==> src/rtl/vpd_pkg.sv <==
package vpd_pkg;
   typedef enum logic {
      MODE_LEGACY = 1'b0,
      MODE_NATIVE = 1'b1
   } vpd_mode_e;

   localparam int          BST_W   = 3;
   localparam logic [2:0]  BST_DOP = 3'b100;
endpackage

==> src/rtl/vpd_match.sv <==
module vpd_match #(
   parameter int                ADDR_W      = 16,
   parameter int                NPORTS      = 4,
   parameter logic [ADDR_W-1:0] LEG_RD_BASE = 16'h8800,
   parameter logic [ADDR_W-1:0] LEG_WR_BASE = 16'h8C00,
   parameter logic [ADDR_W-1:0] NAT_BASE    = 16'hF100
) (
   input  logic [ADDR_W-1:0] addr,
   input  logic              rd,
   input  vpd_pkg::vpd_mode_e mode,
   output logic [NPORTS-1:0] hit
);
   localparam int SPAN = 2 * NPORTS;

   if ((LEG_RD_BASE % SPAN) != 0 || (LEG_WR_BASE % SPAN) != 0 ||
       (NAT_BASE % SPAN) != 0) begin : g_bad_base
      $error("vpd_match: port bases must be aligned to the port span");
   end

   for (genvar i = 0; i < NPORTS; i++) begin : g_port
      localparam logic [ADDR_W-1:0] OFS = ADDR_W'(2 * i);
      logic leg_hit;
      logic nat_hit;
      assign leg_hit = rd ? (addr == LEG_RD_BASE + OFS)
                          : (addr == LEG_WR_BASE + OFS);
      assign nat_hit = (addr == NAT_BASE + OFS);
      assign hit[i]  = (mode == vpd_pkg::MODE_NATIVE) ? nat_hit : leg_hit;
   end
endmodule

==> src/rtl/vpd_dop.sv <==
module vpd_dop #(
   parameter int             BST_W    = vpd_pkg::BST_W,
   parameter logic [BST_W-1:0] DOP_CODE = vpd_pkg::BST_DOP
) (
   input  logic             rd,
   input  logic             mem_flag,
   input  logic [BST_W-1:0] bst,
   output logic             is_dop
);
   if (BST_W < 1) begin : g_bad_w
      $error("vpd_dop: status width must be at least one bit");
   end

   always_comb begin
      is_dop = 1'b0;
      if (rd && !mem_flag && (bst == DOP_CODE)) begin
         is_dop = 1'b1;
      end
   end
endmodule

==> src/rtl/vpd_outreg.sv <==
module vpd_outreg #(
   parameter int                NPORTS = 4,
   parameter int                DATA_W = 16,
   parameter logic [DATA_W-1:0] FILL   = '0
) (
   input  logic              clk,
   input  logic              rst_n,
   input  logic              cyc_act,
   input  logic [NPORTS-1:0] sel_d,
   input  logic              sup_d,
   input  logic              native,
   output logic [NPORTS-1:0] vsel,
   output logic              override,
   output logic              drv_en,
   output logic [DATA_W-1:0] drv_data
);
   always_ff @(posedge clk or negedge rst_n) begin
      if (!rst_n) begin
         vsel     <= '0;
         override <= 1'b0;
         drv_en   <= 1'b0;
      end else begin
         vsel     <= cyc_act ? sel_d : '0;
         override <= cyc_act & sup_d;
         drv_en   <= cyc_act & sup_d;
      end
   end

   assign drv_data = drv_en ? FILL : '0;

   p_onehot_r5: assert property (@(posedge clk) disable iff (!rst_n)
      $onehot0(vsel));

   p_strobe_r5: assert property (@(posedge clk) disable iff (!rst_n)
      !cyc_act |=> (vsel == '0));

   p_release_r9: assert property (@(posedge clk) disable iff (!rst_n)
      !cyc_act |=> (!override && !drv_en));

   p_excl_r7: assert property (@(posedge clk) disable iff (!rst_n)
      override |-> (vsel == '0));

   p_drive_r7: assert property (@(posedge clk) disable iff (!rst_n)
      override |-> (drv_en && drv_data == FILL));

   p_legacy_r10: assert property (@(posedge clk) disable iff (!rst_n)
      !native |=> !override);
endmodule

==> src/rtl/vport_decode.sv <==
module vport_decode #(
   parameter int                ADDR_W      = 16,
   parameter int                DATA_W      = 16,
   parameter int                NPORTS      = 4,
   parameter logic [ADDR_W-1:0] LEG_RD_BASE = 16'h8800,
   parameter logic [ADDR_W-1:0] LEG_WR_BASE = 16'h8C00,
   parameter logic [ADDR_W-1:0] NAT_BASE    = 16'hF100,
   parameter logic [DATA_W-1:0] FILL        = '0
) (
   input  logic              clk,
   input  logic              rst_n,
   input  logic              cyc_act,
   input  logic [ADDR_W-1:0] addr,
   input  logic              rd_wr,
   input  logic              mem_flag,
   input  logic [2:0]        bst,
   input  logic              page_port,
   input  logic              mode_native,
   output logic [NPORTS-1:0] vsel,
   output logic              override,
   output logic              drv_en,
   output logic [DATA_W-1:0] drv_data
);
   import vpd_pkg::*;

   if (NPORTS < 2 || (NPORTS & (NPORTS - 1)) != 0) begin : g_bad_np
      $error("vport_decode: port count must be a power of two >= 2");
   end
   if (ADDR_W < 8 || DATA_W < 1) begin : g_bad_w
      $error("vport_decode: bus widths out of range");
   end

   vpd_mode_e         mode;
   logic [NPORTS-1:0] hit;
   logic              is_dop;
   logic              sup;
   logic [NPORTS-1:0] sel_d;

   assign mode = mode_native ? MODE_NATIVE : MODE_LEGACY;

   vpd_match #(
      .ADDR_W(ADDR_W), .NPORTS(NPORTS), .LEG_RD_BASE(LEG_RD_BASE),
      .LEG_WR_BASE(LEG_WR_BASE), .NAT_BASE(NAT_BASE)
   ) u_match (
      .addr(addr), .rd(rd_wr), .mode(mode), .hit(hit)
   );

   vpd_dop #(
      .BST_W(BST_W), .DOP_CODE(BST_DOP)
   ) u_dop (
      .rd(rd_wr), .mem_flag(mem_flag), .bst(bst), .is_dop(is_dop)
   );

   // hit[0] in native mode is the shared data address
   assign sup   = (mode == MODE_NATIVE) && page_port && is_dop && hit[0];
   assign sel_d = page_port ? (hit & ~{NPORTS{sup}}) : '0;

   vpd_outreg #(
      .NPORTS(NPORTS), .DATA_W(DATA_W), .FILL(FILL)
   ) u_out (
      .clk(clk), .rst_n(rst_n), .cyc_act(cyc_act), .sel_d(sel_d),
      .sup_d(sup), .native(mode_native), .vsel(vsel),
      .override(override), .drv_en(drv_en), .drv_data(drv_data)
   );
endmodule

==> config.mk <==
export PLATFORM = sky130hd
export DESIGN_NAME = vport_decode
export DESIGN_NICKNAME = d
export VERILOG_FILES = /design/src/rtl/vpd_pkg.sv /design/src/rtl/vpd_match.sv /design/src/rtl/vpd_dop.sv /design/src/rtl/vpd_outreg.sv /design/src/rtl/vport_decode.sv
export SDC_FILE = /design/constraint.sdc
export NUM_CORES = 1
export LEC_CHECK = 0
export CORE_AREA = 4 4 41 43
export DETAILED_ROUTE_END_ITERATION = 16
export DIE_AREA = 0 0 45 47
export DONT_BUFFER_PORTS = 1
export SLEW_MARGIN = 20
export SYNTH_ARGS = -nofsm -noshare
export SYNTH_HDL_FRONTEND = slang
export SYNTH_SLANG_ARGS = --single-unit
==> constraint.sdc <==
create_clock -name clk -period 0.8 [get_ports clk]
set_input_delay 0.08 -clock clk [delete_from_list [all_inputs] [get_ports clk]]
set_output_delay 0.08 -clock clk [all_outputs]
set_load 0.1 [all_outputs]
==> results.md <==
- Post-DR wirelength/cell: 12.0 um
- Port-buffer cells: 0
- Post-route design area: 596 um2
- Most frequent cell after synthesis: buf_4
- Critical Path RT: 0.94 ns
- Initial antenna violation count: 0
- P_int: 482 uW
- Status: finished with violations
- Worst-case clock buffer depth: 2
- CTS sink cnt: 5
- Sequential cell area fraction in the yosys report: 0.281
- Hold Path Sink: u_out.vsel[2]
- Number of synthesized flops with an enable pin: 0
- Fillcell total: 136
- Placed Area: 533 um2
- Final period util: 1.38
- Synth cell count leaders: 17 x buf_4, 5 x dfrtp_1, 5 x nor4_1
- Max Cap Viol: 0
- Leak: 0.245 nW
- Placement Setup Slack: -0.578 ns
- Peak fanout along the critical path: 2
- Critical path buffers and inverters: 0
- Starting Density: 0.342
- Fin cells: 74
- Core Region: 1300 um2
- Area grow syn2layout: 33.7%
- Power Density: 1560 nW/um2
- Layout Utilization: 0.458
- Synthesis-stage register bit count: 5
- Clock slew at reported path FFs: 0.04 ns
- Initial DRC count: 4
- Largest area contributor in the netlist: buf_4
- H-tree depth: 1
- Avg Cell Area, Syn: 9.09 um2
- Crit path kind: in2reg
- Post-Syn Area: 445 um2
- P_sw: 446 uW
- Postcts setup bufs: 0
- Sequential Power Share: 0.274
- FP Rows: 13
- CTS root buf: clkbuf_4
- Remaining DRCs: 0
- Initial DRT Pass Iterations: 4
- Min Clock Period, post-route: 1.10 ns
- CP peak stage delay: 0.52 ns
- Switch share: 0.481
- Final ANT Viol Nets: 0
- CTS tree: built
- CTS Buf Count: 3
- Hold_buf cts: 2
- Top post-synthesis cells by area: buf_4 29%, dfrtp_1 28%, nor4_1 7.0%, nand3b_1 5.1%, or4b_1 4.5%
- Placed insts: 68
- Clock group share of total power: 0.300
- Max Transition Viols Final: 0
- Startpoint Class: input pin
- Pin count of the biggest net entering global routing: 6
- Placer congestion estimate: 0.600
- Most common cell on crit path: or4b_4
- Total gr overflow: 0
- Final setup TNS: -0.970 ns
- Worst path cell trace: or4b_4, or4b_4, nor4_4
- Fin. Hold Viols: 1
- Maximum clock rate: 0.908 GHz
- Die width: 45 um
- Routed vias: 352
- Worst setup EP type: flop
- Total die area: 2120 um2
- Synth warn: 0
- Slack of the critical path: -0.301 ns
- Final WL: 890 um
- Ys async rst share: 1.00
- Vias in the first global route: 307
- Die height: 47 um
- HP Start: addr[2]
- WHS: -0.00873 ns
- Share of post-route cells with drive strength above 1: 0.373
- Antenna fix cells: 0
- Ys flop type: dfrtp_1
- Power share of the combinational group: 0.426
- Avg Vias per Cell: 4.76
- Crit path DAT: 1.24 ns
- Final net count: 86
- First-pass GRT wire length: 1.08 mm
- CP max-delay cell: or4b_4
- I/O pin count: 48
- Synth Instances: 49
- DPL Wire Length: 772 um
- GRT Total Usage: 0.0725
- Finish-stage setup viols: 8
- WHS Path Cells: 2
- Hold Crit Class: in2reg
- Violated checks: hold timing, setup timing
- Maximum VDD drop: 619 uV
- Crit-path leading delay family: simple AND/OR/NAND/NOR gates
- Library cells used by synthesis: 18
- Unrepaired setup endpoints after global routing: yes
- Top cell type's share of synthesized area: 0.287
power groups by stage:
stage,Sequential [mW],Clock (mW),Combinational [mW]
2_1_floorplan,0.257,0,0.429
3_3_place_gp,0.257,0,0.375
3_5_place_dp,0.257,0,0.376
4_1_cts,0.254,0.289,0.391
5_1_grt,0.254,0.295,0.405
6_report,0.254,0.278,0.395
logic make-up after synthesis:
kind of cell	synth area share
AO/OA/AOI/OAI	0.0814
AND/OR/NAND/NOR	0.343
other	0.00842
flip-flops	0.281
buffers and inverters	0.287
worst max-delay path by stage:
| stage | endpoint | startpoint | depth (start not counted) | slack (ns) |
|---|---|---|---|---|
| after floorplan | u_out.drv_en | mem_flag | 3 | -0.51 |
| after global placement | u_out.drv_en | mem_flag | 3 | -0.53 |
| after detailed placement | u_out.drv_en | mem_flag | 3 | -0.58 |
| after CTS | u_out.drv_en | mem_flag | 3 | -0.30 |
| after global routing | u_out.drv_en | mem_flag | 3 | -0.33 |
| final | u_out.drv_en | mem_flag | 3 | -0.30 |
sequential cells by signal (all words and copies together) (netlist names):
name and flops:
u_out.vsel 4, u_out.drv_en 1
area by class of cell:
class	count	area [um2]	area share
Tap cell	15	18.8	0.0315
Clock buffer	4	26.3	0.0441
Sequential cell	5	131	0.221
Multi-Input combinational cell	42	292	0.489
Timing Repair Buffer	8	128	0.214
placed cells by master (no fill, tap or decap), drive strengths merged:
master | synthesis | routed
nor4b | 1 | 1
o32a | 1 | 1
a22oi | 1 | 1
nand3b | 3 | 3
a21oi | 1 | 1
o211ai | 1 | 1
dfrtp | 5 | 5
and3b | 2 | 2
conb | 1 | 16
clkbuf | 0 | 4
nor2 | 3 | 3
nand2 | 3 | 3
nor4 | 6 | 6
buf | 17 | 6
or4b | 2 | 2
and4b | 1 | 1
dlygate4sd3 | 0 | 2
nand3 | 1 | 1
layer usage:
| metal | GRT usage | share of wire |
|---|---|---|
| met1 | 0.0651 | 0.29 |
| met2 | 0.133 | 0.55 |
| met3 | 0.0268 | 0.16 |
| met4 | 0.0526 | 0 |
| met5 | 0 | 0 |
metrics by stage:
stage | hold slack (ns) | total power, mW
final | -0.00873 | 0.928
after global routing | -0.00125 | 0.953
after CTS | -0.0141 | 0.934
after detailed placement | -0.215 | 0.634
after global placement | -0.215 | 0.632
after floorplan | -0.216 | 0.687
what timing repair did:
| item | in CTS | in global routing |
|---|---|---|
| endpoints found under the setup margin | 7 | 8 |
| resized for setup | 2 | 1 |
| cloned | 0 | 0 |
| hold endpoints to repair | 8 | 1 |
No activity file was read; power rests on OpenSTA's default activity.
